**config.mk**
```make
export PLATFORM = sky130hd
export DESIGN_NAME = pc_status_reg
export DESIGN_NICKNAME = d
export VERILOG_FILES = /design/src/rtl/psw_pkg.sv /design/src/rtl/psw_flag_unit.sv /design/src/rtl/psw_pc_unit.sv /design/src/rtl/psw_wr_unit.sv /design/src/rtl/pc_status_reg.sv
export SDC_FILE = /design/constraint.sdc
export NUM_CORES = 1
export LEC_CHECK = 0
export ABC_AREA = 0
export BUFFER_PORTS_ARGS = -buffer_cell sky130_fd_sc_hd__buf_2
export CAP_MARGIN = 30
export CORE_MARGIN = 2
export CORE_UTILIZATION = 49
export CTS_CLUSTER_SIZE = 20
export DETAILED_ROUTE_END_ITERATION = 7
export PLACE_DENSITY_LB_ADDON = 0.25
export SYNTH_ARGS = -nofsm -noshare
export SYNTH_HDL_FRONTEND = slang
export SYNTH_HIERARCHICAL = 1
export SYNTH_SLANG_ARGS = --single-unit
```
**constraint.sdc**
```tcl
create_clock -name clk -period 3.9 [get_ports clk]
set_input_delay 0 -clock clk [delete_from_list [all_inputs] [get_ports clk]]
set_output_delay 0 -clock clk [all_outputs]
set_load 0.02 [all_outputs]
```
**src/rtl/psw_pkg.sv**
```systemverilog
package psw_pkg;

  typedef enum logic [1:0] {
    MODE_USR = 2'b00,
    MODE_FIQ = 2'b01,
    MODE_IRQ = 2'b10,
    MODE_SVC = 2'b11
  } cpu_mode_e;

  typedef struct packed {
    logic n;
    logic z;
    logic c;
    logic v;
  } cond_t;

  typedef struct packed {
    logic irq_off;
    logic fiq_off;
  } mask_t;

  function automatic logic mode_is_priv(cpu_mode_e m);
    return m != MODE_USR;
  endfunction

endpackage

```
**src/rtl/psw_flag_unit.sv**
```systemverilog
module psw_flag_unit
  import psw_pkg::*;
#(
  parameter int DATA_W = 32
) (
  input  cond_t             cur_cond,
  input  logic [DATA_W-1:0] alu_res,
  input  logic              alu_cout,
  input  logic              alu_ovf,
  input  logic              set_flags,
  input  logic              hold,
  output cond_t             nxt_cond,
  output logic              upd_evt
);

  function automatic cond_t calc_cond(logic [DATA_W-1:0] r, logic co, logic ov);
    cond_t f;
    f.n = r[DATA_W-1];
    f.z = ~|r;
    f.c = co;
    f.v = ov;
    return f;
  endfunction

  assign upd_evt  = set_flags & ~hold;
  assign nxt_cond = upd_evt ? calc_cond(alu_res, alu_cout, alu_ovf) : cur_cond;

endmodule

```
**src/rtl/psw_pc_unit.sv**
```systemverilog
module psw_pc_unit #(
  parameter int PCF_W = 24
) (
  input  logic [PCF_W-1:0] cur_pcf,
  input  logic             adv,
  input  logic             br_en,
  input  logic [PCF_W-1:0] br_word,
  input  logic             hold,
  output logic [PCF_W-1:0] nxt_pcf,
  output logic             step_evt,
  output logic             br_evt
);

  function automatic logic [PCF_W-1:0] pc_inc(logic [PCF_W-1:0] p);
    return p + PCF_W'(1);
  endfunction

  assign br_evt   = br_en & ~hold;
  assign step_evt = adv & ~br_en & ~hold;

  always_comb begin
    nxt_pcf = cur_pcf;
    if (br_evt)        nxt_pcf = br_word;
    else if (step_evt) nxt_pcf = pc_inc(cur_pcf);
  end

endmodule

```
**src/rtl/psw_wr_unit.sv**
```systemverilog
module psw_wr_unit
  import psw_pkg::*;
#(
  parameter int DATA_W = 32,
  parameter int ADDR_W = 26,
  localparam int PCF_W = ADDR_W - 2
) (
  input  logic [DATA_W-1:0] wr_data,
  input  cond_t             cur_cond,
  input  mask_t             cur_mask,
  input  cpu_mode_e         cur_mode,
  input  logic [PCF_W-1:0]  cur_pcf,
  input  logic              wr_en,
  output cond_t             w_cond,
  output mask_t             w_mask,
  output cpu_mode_e         w_mode,
  output logic [PCF_W-1:0]  w_pcf,
  output logic              priv,
  output logic              wr_evt
);

  localparam int COND_HI = DATA_W - 1;
  localparam int MASK_HI = DATA_W - 5;

  assign priv   = mode_is_priv(cur_mode);
  assign wr_evt = wr_en;

  always_comb begin
    w_cond = cur_cond;
    w_mask = cur_mask;
    w_mode = cur_mode;
    w_pcf  = cur_pcf;
    if (wr_en) begin
      w_cond = cond_t'(wr_data[COND_HI -: 4]);
      w_pcf  = wr_data[ADDR_W-1:2];
      if (priv) begin
        w_mask = mask_t'(wr_data[MASK_HI -: 2]);
        w_mode = cpu_mode_e'(wr_data[1:0]);
      end
    end
  end

endmodule

```
**src/rtl/pc_status_reg.sv**
```systemverilog
module pc_status_reg
  import psw_pkg::*;
#(
  parameter int DATA_W = 32,
  parameter int ADDR_W = 26,
  localparam int PCF_W = ADDR_W - 2
) (
  input  logic              clk,
  input  logic              rst,
  input  logic              set_flags,
  input  logic [DATA_W-1:0] alu_res,
  input  logic              alu_cout,
  input  logic              alu_ovf,
  input  logic              wr_en,
  input  logic [DATA_W-1:0] wr_data,
  input  logic              adv,
  input  logic              br_en,
  input  logic [PCF_W-1:0]  br_word,
  output logic [DATA_W-1:0] psr_word,
  output logic [ADDR_W-1:0] pc_addr,
  output logic              flag_n,
  output logic              flag_z,
  output logic              flag_c,
  output logic              flag_v,
  output logic              irq_off,
  output logic              fiq_off,
  output logic [1:0]        mode
);

  localparam logic [DATA_W-1:0] RST_WORD =
    {4'b0000, 2'b11, {PCF_W{1'b0}}, MODE_SVC};

  cond_t            cond_q, cond_fl, cond_wr;
  mask_t            mask_q, mask_wr;
  cpu_mode_e        mode_q, mode_wr;
  logic [PCF_W-1:0] pcf_q, pcf_pc, pcf_wr;

  // named internal events
  logic flag_upd_evt, pc_step_evt, br_evt, wr_evt, priv;

  psw_flag_unit #(.DATA_W(DATA_W)) u_flag (
    .cur_cond (cond_q),
    .alu_res  (alu_res),
    .alu_cout (alu_cout),
    .alu_ovf  (alu_ovf),
    .set_flags(set_flags),
    .hold     (wr_en),
    .nxt_cond (cond_fl),
    .upd_evt  (flag_upd_evt)
  );

  psw_pc_unit #(.PCF_W(PCF_W)) u_pc (
    .cur_pcf (pcf_q),
    .adv     (adv),
    .br_en   (br_en),
    .br_word (br_word),
    .hold    (wr_en),
    .nxt_pcf (pcf_pc),
    .step_evt(pc_step_evt),
    .br_evt  (br_evt)
  );

  psw_wr_unit #(.DATA_W(DATA_W), .ADDR_W(ADDR_W)) u_wr (
    .wr_data (wr_data),
    .cur_cond(cond_q),
    .cur_mask(mask_q),
    .cur_mode(mode_q),
    .cur_pcf (pcf_q),
    .wr_en   (wr_en),
    .w_cond  (cond_wr),
    .w_mask  (mask_wr),
    .w_mode  (mode_wr),
    .w_pcf   (pcf_wr),
    .priv    (priv),
    .wr_evt  (wr_evt)
  );

  always_ff @(posedge clk) begin
    if (rst) begin
      cond_q <= '0;
      mask_q <= '1;
      mode_q <= MODE_SVC;
      pcf_q  <= '0;
    end else if (wr_evt) begin
      cond_q <= cond_wr;
      mask_q <= mask_wr;
      mode_q <= mode_wr;
      pcf_q  <= pcf_wr;
    end else begin
      cond_q <= cond_fl;
      pcf_q  <= pcf_pc;
    end
  end

  assign psr_word = {cond_q, mask_q, pcf_q, mode_q};
  assign pc_addr  = {pcf_q, 2'b00};
  assign flag_n   = cond_q.n;
  assign flag_z   = cond_q.z;
  assign flag_c   = cond_q.c;
  assign flag_v   = cond_q.v;
  assign irq_off  = mask_q.irq_off;
  assign fiq_off  = mask_q.fiq_off;
  assign mode     = mode_q;


  reset_word_chk: assert property (@(posedge clk)
    rst |=> psr_word == RST_WORD);


  flags_load_chk: assert property (@(posedge clk) disable iff (rst)
    flag_upd_evt |=> cond_q == {$past(alu_res[DATA_W-1]), ($past(alu_res) == '0),
                                $past(alu_cout), $past(alu_ovf)});


  flags_hold_chk: assert property (@(posedge clk) disable iff (rst)
    (!wr_en && !set_flags) |=> $stable(cond_q));


  pc_step_chk: assert property (@(posedge clk) disable iff (rst)
    pc_step_evt |=> pc_addr == ADDR_W'($past(pc_addr) + 4));


  status_keep_chk: assert property (@(posedge clk) disable iff (rst)
    !wr_en |=> ($stable(mask_q) && $stable(mode_q)));


  branch_load_chk: assert property (@(posedge clk) disable iff (rst)
    br_evt |=> pcf_q == $past(br_word));


  priv_write_chk: assert property (@(posedge clk) disable iff (rst)
    (wr_evt && priv) |=> psr_word == $past(wr_data));


  user_write_chk: assert property (@(posedge clk) disable iff (rst)
    (wr_evt && !priv) |=> ($stable(mask_q) && $stable(mode_q) &&
                           cond_q == $past(wr_data[DATA_W-1 -: 4])));


  write_wins_chk: assert property (@(posedge clk) disable iff (rst)
    (wr_en && (set_flags || adv || br_en)) |=> pcf_q == $past(wr_data[ADDR_W-1:2]));


  priv_decode_chk: assert property (@(posedge clk) disable iff (rst)
    priv == (mode != 2'b00));

endmodule

```
==> flow_metrics.py, run 1 <==
metrics = {
    "clock_network": {
        "cts_setup_buffers": 0,
        "cts_buffers": 5,
        "clkTransAtPathRegs_ns": 0.07,
        "post_cts_resized": 0,
        "cts_sinks": 32,
        "postCtsHoldBufs": 0,
        "clock_latency_ns": 0.29,
        "clockBufferDepth": 2,
        "cts-root-buf": "clkbuf_8",
        "cts_htree_levels": 2,
        "cts_tree": "built",
    },
    "critical_path": {
        "worstPathRequired_ns": 4.12,
        "crit_fanout": 14,
        "slowest_delay_ns": 0.63,
        "crit_path_start_kind": "flop",
        "crit_type": "flop to flop",
        "endpoint_kind": "flop",
        "worstPathCellList": "ha_1 -> inv_1 -> or4_4 -> or4_1 -> a31oi_1 -> mux2i_1 -> nor2_1",
        "critPathArrivalTime_ns": 2.65,
        "slowest_stage": "or4_4",
    },
    "timing": {
        "finalCritPeriodShare": 0.6244,
        "tns_ns": 0,
        "drv_slew": 0,
        "period_minus_slack_ns": 2.435,
        "fmax_mhz": 410.7,
        "rsz0062_at_grt": "false",
        "slew_headroom": 0.3250,
        "worstMarginPinSlew_ns": 1.013,
        "setup_viol": 0,
        "hold_viol": 0,
        "skew_ns": 0.004539,
    },
    "placement": {
        "port_buffers": 159,
        "hpwl_mm": 4.984,
        "gp_congestion": 0.7631,
    },
    "logic_synthesis": {
        "netlist_area_um2": 2920,
        "syn_area_per_cell_um2": 8.640,
        "syn_inst": 338,
        "yosysWarnings": 6,
    },
    "power": {
        "power_density_nw_per_um2": 277.3,
        "power.total_mw": 0.9585,
        "vdd_drop_max_mv": 0.1555,
        "p_leak_nw": 1.720,
    },
    "layout": {
        "layout_commonest_cell": "buf_2",
        "layout-drive-gt1-share": 0.4570,
        "fillCellCount": 568,
        "layout.nets": 550,
        "area_delta_synth_final_pct": 18.38,
        "final_cell_mix": "buf_2 (158), nor2_1 (43), dfxtp_1 (32)",
        "antenna_cells": 0,
    },
    "detailed_routing": {
        "routedWlPerCell_um": 12.91,
        "routed_wl_mm": 6.817,
        "drc_errors": 0,
        "drt-pass1-iter-count": 4,
        "drt-initial-drc-count": 101,
        "ant_nets": 0,
        "vias": 2709,
        "avgViaCountPerCell": 5.131,
    },
    "global_route": {
        "grt_pass1_wl_mm": 10.59,
        "grt_pass1_vias": 2322,
        "antenna_found_initial": 0,
        "grt_util_all_layers": 0.2013,
        "grt.overflow.total": 0,
        "grt_max_degree": 51,
    },
    "floorplanning": {
        "coreArea_um2": 5851,
        "num_io_pins": 162,
        "start_util": 0.4991,
        "die_area_um2": 6593,
        "die_h_um": 81.20,
        "rows": 28,
        "die_w_um": 81.20,
    },
    "status": {
        "status": "finished clean",
    },
    "run": {
        "drv_cap": 0,
    },
    "min_path": {
        "min_path_type": "input port to flop",
    },
}
-- power breakdown --
| group | internal [mW] | switching (mW) | total, mW |
|---|---|---|---|
| clock network | 0.121 | 0.127 | 0.248 |
| registers | 0.352 | 0.0383 | 0.390 |
| logic | 0.154 | 0.167 | 0.320 |
| total | 0.626 | 0.332 | 0.958 |
-- flip-flops by register name, summed over array words and instances, names as in the netlist --
signal	cells
pcf_q	24
mode	2
fiq_off	1
flag_c	1
flag_n	1
flag_v	1
flag_z	1
irq_off	1
-- layer usage --
| layer | vias to the layer above | GRT usage | part of all wire | wire (µm) |
|---|---|---|---|---|
| li1 | 1395 | - | - | - |
| met1 | 1213 | 0.2485 | 0.45 | 3043 |
| met2 | 95 | 0.3562 | 0.47 | 3207 |
| met3 | 6 | 0.04111 | 0.074 | 503 |
| met4 | 0 | 0.05085 | 0.0091 | 62 |
| met5 | - | 0 | 0 | 0 |
-- area by class of cell --
class / count / area [µm²] / area share
Sequential cell: 32 / 640.6 / 0.1853
Timing Repair Buffer: 160 / 805.8 / 0.2331
Clock buffer: 6 / 72.57 / 0.02099
Inverter: 11 / 41.29 / 0.01194
Multi-Input combinational cell: 243 / 1798 / 0.5201
Clock inverter: 1 / 5.005 / 0.001448
Tap cell: 75 / 93.84 / 0.02714
-- final timing paths --
kind / from / end / slack, ns / depth (start not counted)
setup / recovery: pcf_q[0] / pcf_q[20] / 1.46 / 7
hold / removal: alu_ovf / flag_v / 0.04 / 5
setup reg to reg: pcf_q[0] / pcf_q[20] / 1.46 / 7
hold reg to reg: irq_off / irq_off / 0.63 / 2
-- critical path: cells and delay by family (launching register included) --
family	cells	cell delay (ns)
simple gates	3	1.26
flops	1	0.45
fa+ha+maj	1	0.27
compound gates	1	0.21
mux	1	0.10
buf+inv	1	0.07
-- through the flow --
| stage | utilization | setup WS, ns | hold WS [ns] | cell area, µm² | instances |
|---|---|---|---|---|---|
| final | 0.5909 | 1.465 | 0.04058 | 3457 | 528 |
| after global routing | 0.5909 | 1.258 | 0.04305 | 3457 | 528 |
| after CTS | 0.5909 | 1.467 | 0.03559 | 3457 | 528 |
| after detailed placement | 0.5776 | 1.262 | 0.3351 | 3379 | 521 |
| after global placement | 0.5776 | 1.302 | 0.3312 | 3379 | 521 |
| after floorplan | - | 1.654 | 0.09857 | 2924 | 339 |
Power figures use the tool's default switching activity.
==> run 2, diff against run 1 <==
--- a/config.mk
+++ b/config.mk
@@ -5,11 +5,11 @@
 export SDC_FILE = /design/constraint.sdc
 export NUM_CORES = 1
 export LEC_CHECK = 0
-export ABC_AREA = 0
+export ABC_AREA = 1
 export BUFFER_PORTS_ARGS = -buffer_cell sky130_fd_sc_hd__buf_2
 export CAP_MARGIN = 30
 export CORE_MARGIN = 2
-export CORE_UTILIZATION = 49
+export CORE_UTILIZATION = 43
 export CTS_CLUSTER_SIZE = 20
 export DETAILED_ROUTE_END_ITERATION = 7
 export PLACE_DENSITY_LB_ADDON = 0.25
==> constraint.sdc (replaced) <==
create_clock -name clk -period 2 [get_ports clk]
set_input_delay 0 -clock clk [delete_from_list [all_inputs] [get_ports clk]]
set_output_delay 0 -clock clk [all_outputs]
set_load 0.02 [all_outputs]
==> run 2 against run 1 <==
Compared with the run above: routed wire length grew 21%; global-route usage shrank 0.61 points; combinational power grew 110%; via count grew 33%; final cell count grew 54%; clock skew is essentially flat; hold slack lost 0.013 ns; synthesized cell count grew 77%; die area grew 26%; setup slack lost 1.1 ns; power grew 100%.
==> flow_metrics.py, run 2 <==
metrics = {
    "status": {
        "status": "finished clean",
    },
    "clock_network": {
        "cts_tree": "built",
        "cts_buffers": 5,
        "cts_setup_buffers": 0,
        "cts_sinks": 32,
        "clock_latency_ns": 0.29,
        "cts_htree_levels": 2,
        "clockBufferDepth": 2,
        "clkTransAtPathRegs_ns": 0.07,
        "cts-root-buf": "clkbuf_8",
        "postCtsHoldBufs": 0,
        "post_cts_resized": 0,
    },
    "min_path": {
        "min_from": "br_word[21]",
        "min_path_type": "input port to flop",
        "holdPathEnd": "pcf_q[21]",
        "worstHoldPathCells": 5,
    },
    "layout": {
        "antenna_cells": 0,
        "seq_area_um2": 640.6,
        "layout_commonest_cell": "nand2_1",
        "layout.nets": 810,
        "area_delta_synth_final_pct": 18.40,
        "layout-drive-gt1-share": 0.2773,
        "regMostFlops": "pcf_q",
        "largest_reg_flops": 24,
        "final_cell_mix": "nand2_1 (267), buf_2 (159), nor2_1 (89)",
        "multiInputGateArea_um2": 1923,
        "fillCellCount": 836,
    },
    "logic_synthesis": {
        "synth_area_leaders": "nand2_1 (31%), dfxtp_1 (20%), nor2_1 (10%)",
        "netlist_area_um2": 3264,
        "ys.flop_type": "dfxtp_1",
        "yosysTopAreaCellShare": 0.3070,
        "yosysSeqAreaShare": 0.1962,
        "synth_edf_count": 0,
        "yosysWarnings": 6,
        "yosys.cell_count.top_type": "nand2_1",
        "async_flop_share": 0,
        "ys_ff_latch": 32,
        "syn_area_per_cell_um2": 5.450,
        "synth_cell_types": 28,
        "synthTopCellsByCount": "nand2_1 (267), nor2_1 (90), inv_1 (60), nand3_1 (46), buf_4 (44)",
        "syn_inst": 599,
        "yosys.area.top_type": "nand2_1",
    },
    "critical_path": {
        "critPathArrivalTime_ns": 1.87,
        "crit_fanout": 10,
        "worst-r2r-setup-slack_ns": 0.32,
        "worstPathRequired_ns": 2.19,
        "crit_type": "flop to flop",
        "endpoint_kind": "flop",
        "slowest_delay_ns": 0.42,
        "crit_path_start_kind": "flop",
        "r2r-end": "pcf_q[22]",
        "reg2reg_depth": 8,
        "r2r-start": "pcf_q[0]",
        "cpMostUsedCell": "nor2_1",
        "worstPathCellList": "ha_1 -> nand3_2 -> nor3_4 -> nand4_1 -> nand3_1 -> nand2_1 -> nor2_1 -> nor2_1",
        "slowest_stage": "dfxtp_1",
    },
    "power": {
        "p_switching_mw": 0.7368,
        "swShare": 0.3769,
        "power.share.combinational": 0.336,
        "vdd_drop_max_mv": 0.2711,
        "internal-power_mw": 1.218,
        "p_leak_nw": 2.301,
        "p_clk_frac": 0.273,
        "pwr-share-seq": 0.391,
        "power_density_nw_per_um2": 505.8,
    },
    "floorplanning": {
        "die_w_um": 91.13,
        "die_area_um2": 8305,
        "start_util": 0.4477,
        "die_h_um": 91.13,
        "num_io_pins": 162,
        "rows": 31,
        "coreArea_um2": 7292,
    },
    "global_route": {
        "grt_max_degree": 98,
        "grt_util_all_layers": 0.1952,
        "antenna_found_initial": 0,
        "grt_pass1_vias": 3135,
        "grt.overflow.total": 0,
        "grt_pass1_wl_mm": 13.60,
    },
    "placement": {
        "hpwl_mm": 6.036,
        "port_buffers": 159,
        "gp_congestion": 0.8458,
        "place_ws_ns": 0.3343,
    },
    "timing": {
        "tns_ns": 0,
        "fmax_mhz": 594.9,
        "drv_slew": 0,
        "layout_setup_ws_ns": 0.3190,
        "hold_viol": 0,
        "period_minus_slack_ns": 1.681,
        "setup_viol": 0,
        "rsz0062_at_grt": "false",
        "skew_ns": 0.004943,
        "holdWs_ns": 0.02769,
        "finalCritPeriodShare": 0.8405,
    },
    "detailed_routing": {
        "drt-pass1-iter-count": 4,
        "avgViaCountPerCell": 4.440,
        "vias": 3610,
        "routedWlPerCell_um": 10.16,
        "ant_nets": 0,
        "routed_wl_mm": 8.259,
        "drt-initial-drc-count": 150,
        "drc_errors": 0,
    },
    "run": {
        "drv_cap": 0,
    },
}
run 2: cell count changes in the layout (fill, tap and decap cells not counted), sizes merged, moves of 5 or more:
| cell | delta |
|---|---|
| nand3 | +44 |
| nand2 | +245 |
| or3 | -9 |
| or4 | -8 |
| a31oi | -14 |
| o31ai | -6 |
| nor4 | -8 |
| o21bai | +5 |
| mux2 | -30 |
| nor2 | +57 |
| mux2i | -28 |
| inv | +55 |
| a21oi | -6 |
| o21ai | -14 |
run 2: kinds of logic (layout without fill, tap and decap cells):
group	count (synthesis)	after routing	synth area share
compound gates	11	11	0.02147
xor+xnor	4	4	0.01073
fa+ha+maj	1	1	0.003832
buf+inv	122	236	0.2166
flops	32	32	0.1962
other cells	1	2	0.001149
simple gates	428	428	0.5500
run 2: worst max-delay path, delay by kind of cell (launching register included):
family | cells | cell delay, ns
DFF | 1 | 0.42
adders and majority gates | 1 | 0.22
and+or+nand+nor | 7 | 0.94
run 2: layout make-up:
cell class	count	share of cell area
Tap cell	99	0.03205
Sequential cell	32	0.1657
Timing Repair Buffer	163	0.2169
Clock inverter	2	0.002590
Multi-Input combinational cell	446	0.4976
Inverter	65	0.06377
Clock buffer	6	0.02137
run 2: metal layers:
metal | share of wire | up-vias | GRT usage
met5 | 0 | - | 0
met4 | 0.012 | 0 | 0.06439
met3 | 0.057 | 7 | 0.03402
met2 | 0.46 | 104 | 0.3401
met1 | 0.47 | 1517 | 0.2430
li1 | - | 1982 | -
run 2: metrics by stage:
step	cell area [µm²]	instances	total power, mW	utilization
4_1_cts	3865	813	1.973	0.5300
6_report	3865	813	1.955	0.5300
3_5_place_dp	3772	805	1.439	0.5173
3_3_place_gp	3772	805	1.429	0.5173
5_1_grt	3865	813	2.085	0.5300
2_1_floorplan	3268	600	1.284	-
run 2: power by group through the flow:
stage	sequential, mW	combinational, mW	clock (mW)
2_1_floorplan	0.824	0.460	0
3_5_place_dp	0.779	0.660	0
3_3_place_gp	0.777	0.653	0
5_1_grt	0.776	0.739	0.571
4_1_cts	0.764	0.662	0.546
6_report	0.764	0.657	0.534
run 2: worst max-delay path by stage:
stage               startpoint  slack (ns)   endpoint  cells after the start
floorplan             pcf_q[0]        0.36  pcf_q[18]                      8
global placement      pcf_q[0]        0.40  pcf_q[18]                      8
detailed placement    pcf_q[0]        0.33  pcf_q[22]                      8
CTS                   pcf_q[0]        0.32  pcf_q[22]                      8
global route          pcf_q[0]        0.07  pcf_q[22]                      8
finish                pcf_q[0]        0.32  pcf_q[22]                      8
